<file path="src/rtl/msg_ser_pkg.sv">
// Package: shared widths, type codes and the message class decode for
// the received message serializer. Assumes a 5-bit type code.
package msg_ser_pkg;
    localparam int TYPE_W  = 5;
    localparam int BYTE_W  = 8;
    localparam int PAY_W   = 32;
    localparam int LAT_W   = 16;
    localparam int VID_W   = 16;
    localparam int MAX_LEN = 8;
    localparam int IDX_W   = $clog2(MAX_LEN);
    localparam int LEN_W   = $clog2(MAX_LEN + 1);

    localparam int CODE_LAST_SHORT = 14;
    localparam int CODE_SLOT_PWR   = 15;
    localparam int CODE_LTR        = 16;
    localparam int CODE_UNLOCK     = 18;
    localparam int CODE_VEND0      = 19;
    localparam int CODE_VEND1      = 20;

    localparam int LEN_SHORT  = 2;
    localparam int LEN_SIX    = 6;
    localparam int LEN_VEND   = 4;
    localparam int LEN_VEND_D = 8;

    typedef enum logic [2:0] {
        CLS_SHORT,
        CLS_SLOT,
        CLS_LTR,
        CLS_VEND,
        CLS_RSVD
    } msg_class_e;

    // Map a type code to the class that sets its length and byte order.
    function automatic msg_class_e classify(input logic [TYPE_W-1:0] code);
        if (code <= TYPE_W'(CODE_LAST_SHORT) || code == TYPE_W'(CODE_UNLOCK))
            return CLS_SHORT;
        if (code == TYPE_W'(CODE_SLOT_PWR))
            return CLS_SLOT;
        if (code == TYPE_W'(CODE_LTR))
            return CLS_LTR;
        if (code == TYPE_W'(CODE_VEND0) || code == TYPE_W'(CODE_VEND1))
            return CLS_VEND;
        return CLS_RSVD;
    endfunction
endpackage

</file>
<file path="src/rtl/msg_ser_decode.sv">
// Module: decodes an incoming type code into class, legality and burst
// length. Purely combinational; assumes the data flag only matters for
// vendor messages.
module msg_ser_decode
    import msg_ser_pkg::*;
(
    input  logic [TYPE_W-1:0] msg_type,
    input  logic              has_data,
    output msg_class_e        cls,
    output logic              legal,
    output logic [LEN_W-1:0]  len
);
    // Class lookup and length choice for the offered record.
    always_comb begin
        cls   = classify(msg_type);
        legal = (cls != CLS_RSVD);
        unique case (cls)
            CLS_SHORT: len = LEN_W'(LEN_SHORT);
            CLS_SLOT:  len = LEN_W'(LEN_SIX);
            CLS_LTR:   len = LEN_W'(LEN_SIX);
            CLS_VEND:  len = has_data ? LEN_W'(LEN_VEND_D) : LEN_W'(LEN_VEND);
            default:   len = '0;
        endcase
    end
endmodule

</file>
<file path="src/rtl/msg_ser_byte_sel.sv">
// Module: picks the byte to send for a given class and byte index from a
// captured record. Combinational; assumes the index stays within the
// length of the class.
module msg_ser_byte_sel
    import msg_ser_pkg::*;
(
    input  msg_class_e        cls,
    input  logic [IDX_W-1:0]  idx,
    input  logic [BYTE_W-1:0] bus,
    input  logic [BYTE_W-1:0] devfn,
    input  logic [PAY_W-1:0]  payload,
    input  logic [LAT_W-1:0]  snoop_lat,
    input  logic [LAT_W-1:0]  nosnoop_lat,
    input  logic [VID_W-1:0]  vendor_id,
    output logic [BYTE_W-1:0] byte_out
);
    // Byte order per class; the requester ID always comes first.
    always_comb begin
        byte_out = '0;
        if (idx == IDX_W'(0)) begin
            byte_out = bus;
        end else if (idx == IDX_W'(1)) begin
            byte_out = devfn;
        end else begin
            unique case (cls)
                CLS_SLOT: begin
                    case (idx)
                        IDX_W'(2): byte_out = payload[0*BYTE_W +: BYTE_W];
                        IDX_W'(3): byte_out = payload[1*BYTE_W +: BYTE_W];
                        IDX_W'(4): byte_out = payload[2*BYTE_W +: BYTE_W];
                        IDX_W'(5): byte_out = payload[3*BYTE_W +: BYTE_W];
                        default:   byte_out = '0;
                    endcase
                end
                CLS_LTR: begin
                    case (idx)
                        IDX_W'(2): byte_out = snoop_lat[0 +: BYTE_W];
                        IDX_W'(3): byte_out = snoop_lat[BYTE_W +: BYTE_W];
                        IDX_W'(4): byte_out = nosnoop_lat[0 +: BYTE_W];
                        IDX_W'(5): byte_out = nosnoop_lat[BYTE_W +: BYTE_W];
                        default:   byte_out = '0;
                    endcase
                end
                CLS_VEND: begin
                    case (idx)
                        IDX_W'(2): byte_out = vendor_id[0 +: BYTE_W];
                        IDX_W'(3): byte_out = vendor_id[BYTE_W +: BYTE_W];
                        IDX_W'(4): byte_out = payload[0*BYTE_W +: BYTE_W];
                        IDX_W'(5): byte_out = payload[1*BYTE_W +: BYTE_W];
                        IDX_W'(6): byte_out = payload[2*BYTE_W +: BYTE_W];
                        IDX_W'(7): byte_out = payload[3*BYTE_W +: BYTE_W];
                        default:   byte_out = '0;
                    endcase
                end
                default: byte_out = '0;
            endcase
        end
    end
endmodule

</file>
<file path="src/rtl/rx_msg_serializer.sv">
// Module: top of the received message serializer. It takes one record
// through valid/ready, then sends its bytes with a strobe and the type
// code, and then holds a low gap of GAP_CYCLES cycles. Reserved codes are
// dropped and set a sticky flag. Assumes GAP_CYCLES >= 1 and a
// synchronous active-low reset.
module rx_msg_serializer
    import msg_ser_pkg::*;
#(
    parameter int GAP_CYCLES = 1
) (
    input  logic              clk,
    input  logic              rst_n,
    input  logic              in_valid,
    output logic              in_ready,
    input  logic [TYPE_W-1:0] in_type,
    input  logic [BYTE_W-1:0] in_bus,
    input  logic [BYTE_W-1:0] in_devfn,
    input  logic [PAY_W-1:0]  in_payload,
    input  logic [LAT_W-1:0]  in_snoop_lat,
    input  logic [LAT_W-1:0]  in_nosnoop_lat,
    input  logic [VID_W-1:0]  in_vendor_id,
    input  logic              in_has_data,
    output logic              out_strobe,
    output logic [BYTE_W-1:0] out_data,
    output logic [TYPE_W-1:0] out_type,
    output logic              err_reserved
);
    localparam int GAP_W = $clog2(GAP_CYCLES + 1);

    typedef enum logic [1:0] {ST_IDLE, ST_SEND, ST_GAP} ser_state_e;

    ser_state_e        state;
    logic [IDX_W-1:0]  idx;
    logic [IDX_W-1:0]  last_idx;
    logic [GAP_W-1:0]  gap_left;
    msg_class_e        rec_cls;
    logic [TYPE_W-1:0] rec_type;
    logic [BYTE_W-1:0] rec_bus;
    logic [BYTE_W-1:0] rec_devfn;
    logic [PAY_W-1:0]  rec_payload;
    logic [LAT_W-1:0]  rec_snoop;
    logic [LAT_W-1:0]  rec_nosnoop;
    logic [VID_W-1:0]  rec_vid;

    msg_class_e        dec_cls;
    logic              dec_legal;
    logic [LEN_W-1:0]  dec_len;
    logic [BYTE_W-1:0] sel_byte;
    logic              accept;

    msg_ser_decode u_decode (
        .msg_type (in_type),
        .has_data (in_has_data),
        .cls      (dec_cls),
        .legal    (dec_legal),
        .len      (dec_len)
    );

    msg_ser_byte_sel u_byte_sel (
        .cls         (rec_cls),
        .idx         (idx),
        .bus         (rec_bus),
        .devfn       (rec_devfn),
        .payload     (rec_payload),
        .snoop_lat   (rec_snoop),
        .nosnoop_lat (rec_nosnoop),
        .vendor_id   (rec_vid),
        .byte_out    (sel_byte)
    );

    // Ready when idle or in the final gap cycle.
    always_comb begin
        in_ready = (state == ST_IDLE) ||
                   (state == ST_GAP && gap_left == GAP_W'(1));
        accept   = in_valid && in_ready;
    end

    // Sequencer: accept, byte stepping, gap countdown and the error flag.
    always_ff @(posedge clk) begin
        if (!rst_n) begin
            state        <= ST_IDLE;
            idx          <= '0;
            last_idx     <= '0;
            gap_left     <= '0;
            err_reserved <= 1'b0;
        end else begin
            unique case (state)
                ST_SEND: begin
                    if (idx == last_idx) begin
                        state    <= ST_GAP;
                        gap_left <= GAP_W'(GAP_CYCLES);
                    end else begin
                        idx <= idx + IDX_W'(1);
                    end
                end
                default: begin
                    if (state == ST_GAP) begin
                        gap_left <= gap_left - GAP_W'(1);
                        if (gap_left == GAP_W'(1))
                            state <= ST_IDLE;
                    end
                    if (accept) begin
                        if (dec_legal) begin
                            state    <= ST_SEND;
                            idx      <= '0;
                            last_idx <= IDX_W'(dec_len - LEN_W'(1));
                        end else begin
                            err_reserved <= 1'b1;
                        end
                    end
                end
            endcase
        end
    end

    // Record capture on every accepted legal record.
    always_ff @(posedge clk) begin
        if (!rst_n) begin
            rec_cls     <= CLS_SHORT;
            rec_type    <= '0;
            rec_bus     <= '0;
            rec_devfn   <= '0;
            rec_payload <= '0;
            rec_snoop   <= '0;
            rec_nosnoop <= '0;
            rec_vid     <= '0;
        end else if (accept && dec_legal) begin
            rec_cls     <= dec_cls;
            rec_type    <= in_type;
            rec_bus     <= in_bus;
            rec_devfn   <= in_devfn;
            rec_payload <= in_payload;
            rec_snoop   <= in_snoop_lat;
            rec_nosnoop <= in_nosnoop_lat;
            rec_vid     <= in_vendor_id;
        end
    end

    // Output gating: zero data and type whenever no byte is being sent.
    always_comb begin
        out_strobe = (state == ST_SEND);
        out_data   = out_strobe ? sel_byte : '0;
        out_type   = out_strobe ? rec_type : '0;
    end

    // a legal accept drives the bus number on the very next cycle.
    a_r2_first_byte: assert property (@(posedge clk) disable iff (!rst_n)
        (accept && dec_legal) |=> (out_strobe && out_data == $past(in_bus)));

    // the type code holds steady across a strobe run.
    a_r9_type_hold: assert property (@(posedge clk) disable iff (!rst_n)
        (out_strobe && $past(out_strobe)) |-> $stable(out_type));

    // the last byte is always followed by a low strobe cycle.
    a_r10_gap_after_last: assert property (@(posedge clk) disable iff (!rst_n)
        (out_strobe && idx == last_idx) |=> !out_strobe);

    // the input is never ready while a byte is on the output.
    a_r10_ready_not_busy: assert property (@(posedge clk) disable iff (!rst_n)
        in_ready |-> !out_strobe);

    // no reserved code ever appears with the strobe.
    a_r11_no_reserved_out: assert property (@(posedge clk) disable iff (!rst_n)
        out_strobe |-> (classify(out_type) != CLS_RSVD));

    // once raised, the error flag stays up until reset.
    a_r11_err_sticky: assert property (@(posedge clk) disable iff (!rst_n)
        err_reserved |=> err_reserved);
endmodule

</file>
<file path="config.mk">
export PLATFORM = sky130hd
export DESIGN_NAME = rx_msg_serializer
export DESIGN_NICKNAME = d
export VERILOG_FILES = /design/src/rtl/msg_ser_pkg.sv /design/src/rtl/msg_ser_decode.sv /design/src/rtl/msg_ser_byte_sel.sv /design/src/rtl/rx_msg_serializer.sv
export SDC_FILE = /design/constraint.sdc
export NUM_CORES = 1
export LEC_CHECK = 0
export BUFFER_PORTS_ARGS = -buffer_cell sky130_fd_sc_hd__buf_4
export CAP_MARGIN = 10
export CORE_MARGIN = 1.5
export CORE_UTILIZATION = 30
export CTS_CLUSTER_SIZE = 28
export DETAILED_ROUTE_END_ITERATION = 6
export PLACE_DENSITY = 0.59
export SYNTH_ARGS = -nofsm -noshare
export SYNTH_HDL_FRONTEND = slang
export SYNTH_SLANG_ARGS = --single-unit
</file>
<file path="constraint.sdc">
create_clock -name clk -period 2.1 [get_ports clk]
set_clock_uncertainty 0.05 [all_clocks]
set_input_delay 0.315 -clock clk [delete_from_list [all_inputs] [get_ports clk]]
set_output_delay 0.315 -clock clk [all_outputs]
set_load 0.05 [all_outputs]
</file>
Yosys cells after proc, flatten, opt, wreduce, memory -nomap -nowiden
Index checks and enable logic that the tools add are counted.

cells by class
  $add $sub $neg = 3
  magnitude comparators = 1
  eq/ne operators = 24
  mux-type cells = 41
  bitwise operators = 2
  reduce and logical (&&, ||, !) cells = 17

operators with widths
  operator                                                                           number
  8-bit one-hot mux with 4 select lines                                              2
  8-bit one-hot mux with 6 select lines                                              1
  3-bit 2-to-1 mux                                                                   13
  8-bit 2-to-1 mux                                                                   3
  8-bit one-hot mux with 3 select lines                                              1
  5-bit == test (second input constant)                                              4
  3-bit by 2-bit == test with 1-bit output (second input constant)                   6
  1-bit 2-to-1 mux                                                                   13
  3-bit == test (second input constant)                                              4
  2-bit 2-to-1 mux                                                                   6
  3-bit by 1-bit == test with 1-bit output (second input constant)                   3
  3-bit one-hot mux with 3 select lines                                              1
  3-bit AND reduction                                                                3
  3-bit zero test                                                                    2
  2-bit nonzero test                                                                 3
  5-bit by 4-bit == test with 1-bit output (second input constant)                   1
  5-bit by 4-bit less-or-equal comparator with 1-bit output (second input constant)  1
  5-bit 2-to-1 mux                                                                   1
  3-bit by 1-bit adder with 3-bit output (second input constant)                     1
  3-bit == test                                                                      1
  1-bit logical AND                                                                  3
  1-bit logical OR                                                                   3
  3-bit inequality test (second input constant)                                      1
  3-bit by 1-bit subtractor with 3-bit output (second input constant)                1
  9 further kinds                                                                    10

word-level totals
  register bits after elaboration = 114
  bits of input ports = 105
  output and inout bits = 16
  word-level logic and storage cells = 101

Logic depth before layout (Yosys ltp)
  word-level depth = 17
  gate-level depth with buffers = 9
  mapped depth without buffers = 6

Cells and area by module
A second synthesis with hierarchy kept.

second synthesis, totals
  cell total of the unflattened synthesis = 731
  area total of the unflattened synthesis = 6422.4 um^2

by module, submodules not included
  module             instances  cells each  area an instance (um^2)  sequential area each (um^2)
  rx_msg_serializer  1          546         5144.9                   2282.2
  msg_ser_byte_sel   1          163         1143.6                   0.0
  msg_ser_decode     1          22          133.9                    0.0

Worst setup path before layout
Ideal clock, no wire load.

  path kind = register -> output
  start = reg idx[1]
  end = out out_data[6]
  arrival time = 2.518 ns
  data required time = 1.735 ns
  slack = -0.783 ns
  stages on the path, launching flop included = 8
  path buffers = 1
  cells stage by stage = dfxtp_1 > inv_1 > ha_1 > nor2b_4 > or4b_1 > buf_2 > or2_1 > a31oi_1

between the ends
  word-level cells in the longest chain between the ends = 6
  elaborated cells between the ends (all ways) = 15
  classes of those cells = eq/ne (7); mux (7); reduce/logical (1)

RTL lines
  what                                                           line                      text
  start, declared                                                rx_msg_serializer.sv:33   logic [IDX_W-1:0] idx;
  start signal, assigned                                         rx_msg_serializer.sv:93   idx <= idx + IDX_W'(1);
  3-bit == test (tied with other cells)                          msg_ser_byte_sel.sv:45    case (idx)
  8-bit one-hot mux with 6 select lines (tied with other cells)  msg_ser_byte_sel.sv:45
  8-bit one-hot mux with 3 select lines                          msg_ser_byte_sel.sv:25    unique case (cls)
  8-bit 2-to-1 mux                                               msg_ser_byte_sel.sv:22    end else if (idx == IDX_W'(1)) begin
  8-bit 2-to-1 mux *                                             msg_ser_byte_sel.sv:20    if (idx == IDX_W'(0)) begin
  8-bit 2-to-1 mux *                                             rx_msg_serializer.sv:142  out_data = out_strobe ? sel_byte : '0;
  end, declared                                                  rx_msg_serializer.sv:24   output logic [BYTE_W-1:0] out_data,

Every way passes the cells marked *; elsewhere a longest branch is shown, timed or not.

Final worst setup path
  start = reg idx[1]
  end = out out_data[3]

The elaborated chain is that of the path after synthesis.

==> impl_results.md <==
* Largest area contributor in the netlist: dfxtp_1
* Synth Warn # at 0
* Final Cell Area at 7880 um2
* Synth Net Count at 806
* Crit path max fanout at 6
* R2R depth at 6
* Worst hold slack at 0.103 ns
* # clock sinks at 114
* Element type at the critical path end: primary output
* Clk buf depth at 2
* Fillers at 1840
* Fin cells at 1064
* CP cell instances: inv_2 -> ha_4 -> nor2b_4 -> or4b_4 -> buf_6 -> o22a_1 -> a31oi_4 -> buf_6
* First-pass GRT wire length at 29700 um
* Distinct cells, synth at 49
* Final hold vios at 0
* Remaining antenna violation count at 0
* Fmax at 0.370 GHz
* Register area share after synthesis at 41.3%
* Hold Path End: rec_nosnoop[13]
* Reg2reg setup slack at 0.56 ns
* Top cells by area, synth: dfxtp_1 (41%), a21oi_1 (12%), o21ai_0 (11%)
* Mapped Cells at 695
* Starting Density at 30.7%
* FP Rows at 49
* Register Area at 2290 um2
* Leak pwr at 2.91 nW
* Total CTS buffers at 17
* Final min period at 2.70 ns
* Mean post-synth cell area at 7.95 um2
* EDFF count, synth at 0
* Setup tns final at -4.54 ns
* Syn-to-layout area delta at 42.6%
* Initial antenna violation count at 0
* # nets final at 933
* Post-place setup slack at -0.390 ns
* Worst endpoint required time at 1.74 ns
* Buf+Inv Stages, Crit Path at 3
* Tightest Pin Transition at 0.641 ns
* VDD IR max at 0.000540 V
* Power per Cell Area at 794 nW/um2
* Period utilization at 129%
* Core area at 18000 um2
* Startpoint types: flip-flop
* Port bufs at 120
* CP top delay family: simple AND/OR/NAND/NOR gates
* Clk root buf: clkbuf_16
* Worst Slack Setup Final at -0.603 ns
* Drc violations at 0
* IO Pins at 121
* Main synth FF type: dfxtp_1
* Final RePlAce weighted congestion at 0.886
* CTS tree: built
* Status: finished, violations left
* Final Setup Violations at 8
* Routed WL at 19300 um
* Via density at 5.48
* Maximum number of pins on one net before global-route repair at 69
* Hold Crit Start: in_nosnoop_lat[13]
* Most used cell, CP: buf_6
* Hold Crit Class: input port to flip-flop
* Chip Height at 139 um
* CP max-delay cell: or4b_4
* Final Max Tran Viols at 0
* Dpl cell area at 7110 um2
* Die width at 139 um
* Clk Latency, worst-skew pair at 0.43 ns
* GRT Total Usage at 19.6%
* RSZ-0062 raised after global routing: true
* Drt pass-1 iters at 7
* Worst EP arrival at 2.34 ns
* Total power at 6.25 mW
* Cell Area, Synth at 5530 um2
* H-tree depth at 4
* Max-cap violation count at 0
* FF-to-FF End: idx[1]
* DRT iter0 DRCs at 599
* Via count at 5830
* Failing checks: setup timing
* Die area at 19200 um2
* Share of the synthesized area in the top cell type at 41.3%
* Final core utilization at 43.7%
* Placed Cells at 1025
* Clk slew on worst S/H paths at 0.06 ns
* Relative slew slack at 57.3%
* WL per Instance at 18.1 um
* CP Class: flip-flop to primary output
* DP HPWL at 13700 um
* Ratio of cells with drive above 1 in the final layout at 30.8%
* Number of global-route vias before repair at 5414
* FFs w/ async S/R, synth at 0%
* Hold depth at 3
* GRT overflow at 0
* Yosys reg bits at 114
* Slowest stage delay, CP at 0.51 ns
* Area of the multi-input gates at 3120 um2
* Diode count at 0
* FF-to-FF Start: idx[1]
## layout make-up
type	instances	area share, %
repair buffers	186	20.2
clock inverters	13	1.43
flip-flops and latches	114	29.1
inverters	10	0.476
multi-input cells	493	39.6
well taps	229	3.64
clock buffers	19	5.62
## timing repair
item	CTS	global route
hold buffers	0	0
resized for setup	25	7
buffers inserted	6	0
pin swaps	10	8
cloned	1	0
setup endpoints to repair	10	12
## power breakdown
group          leakage (nW)  switching, mW  internal [mW]  total, mW
logic                  1.72          0.620          0.474       1.09
registers             0.934          0.133           2.32       2.46
clock network         0.257           1.05           1.65       2.70
## registers in the layout, indices dropped and copies added, names as in the netlist
register and cells:
err_reserved 1, gap_left 1, idx 3, last_idx 3
rec_bus 8, rec_cls 3, rec_devfn 8, rec_nosnoop 16
rec_payload 32, rec_snoop 16, rec_type 5, rec_vid 16
state 2
## cell usage in the layout, fill, tap and decap left out, types with 6 or more instances in the layout
| cell | n |
|---|---|
| o21ai_1 | 6 |
| dfxtp_1 | 110 |
| clkbuf_16 | 17 |
| and2_1 | 7 |
| clkinvlp_4 | 6 |
| nand2_1 | 9 |
| nand3_1 | 104 |
| buf_6 | 9 |
| buf_4 | 165 |
| o21ai_0 | 115 |
| a222oi_1 | 19 |
| a22o_1 | 19 |
| inv_1 | 7 |
| a21oi_1 | 131 |
| buf_12 | 11 |
| a31oi_4 | 6 |
| a22oi_1 | 6 |
## cells in the mapped netlist, drive strengths merged (2+ instances only)
library cell and n:
a22oi 7, nand3 105, dfxtp 114, nor2 4
o21ai 122, o211ai 3, a21oi 134, and3 3
o221ai 2, and2 7, a2bb2oi 2, nand4b 2
nor2b 4, o31ai 3, nand2 9, nand2b 8
o22a 5, inv 10, clkbuf 59, a211oi 2
xor2 3, o22ai 3, a222oi 19, a31oi 6
ha 6, a22o 19, buf 19, o32ai 2
## worst max-delay path by stage
| stage | start | slack (ns) | cells after the start | to |
|---|---|---|---|---|
| after floorplan | idx[1] | -0.20 | 7 | out_data[6] |
| after global placement | idx[1] | -0.32 | 9 | out_data[0] |
| after detailed placement | idx[0] | -0.39 | 7 | out_data[3] |
| after CTS | idx[1] | -0.61 | 8 | out_data[4] |
| after global routing | idx[1] | -0.68 | 8 | out_data[3] |
| final | idx[1] | -0.60 | 8 | out_data[3] |
## metal layers
layer / vias up / wire (um) / global-route usage [%]
met5: - / 0 / 0
met4: 0 / 258 / 6.03
met3: 19 / 1110 / 4.14
met2: 200 / 8940 / 29.9
met1: 2745 / 8950 / 27.8
li1: 2866 / - / -
## worst register-to-register path, cell delays in order, from the launching register on
cell and delay, ns:
dfxtp_2 0.32, buf_4 0.14, buf_4 0.13, xor2_1 0.16, o31ai_2 0.23, o21ai_1 0.15, o32ai_1 0.25
## kinds of logic (layout without fill, tap and decap cells)
| logic type | count (synthesis) | count (layout) | share of synthesized area [%] |
|---|---|---|---|
| buffers and inverters | 88 | 228 | 6.52 |
| AO/OA/AOI/OAI | 334 | 334 | 35.6 |
| flip-flops | 114 | 114 | 41.3 |
| adder cells (fa/ha/maj) | 6 | 6 | 1.36 |
| AND/OR/NAND/NOR | 149 | 149 | 14.6 |
| multiplexers | 1 | 1 | 0.204 |
| XOR/XNOR | 3 | 3 | 0.476 |
Power figures use the tool's default switching activity.
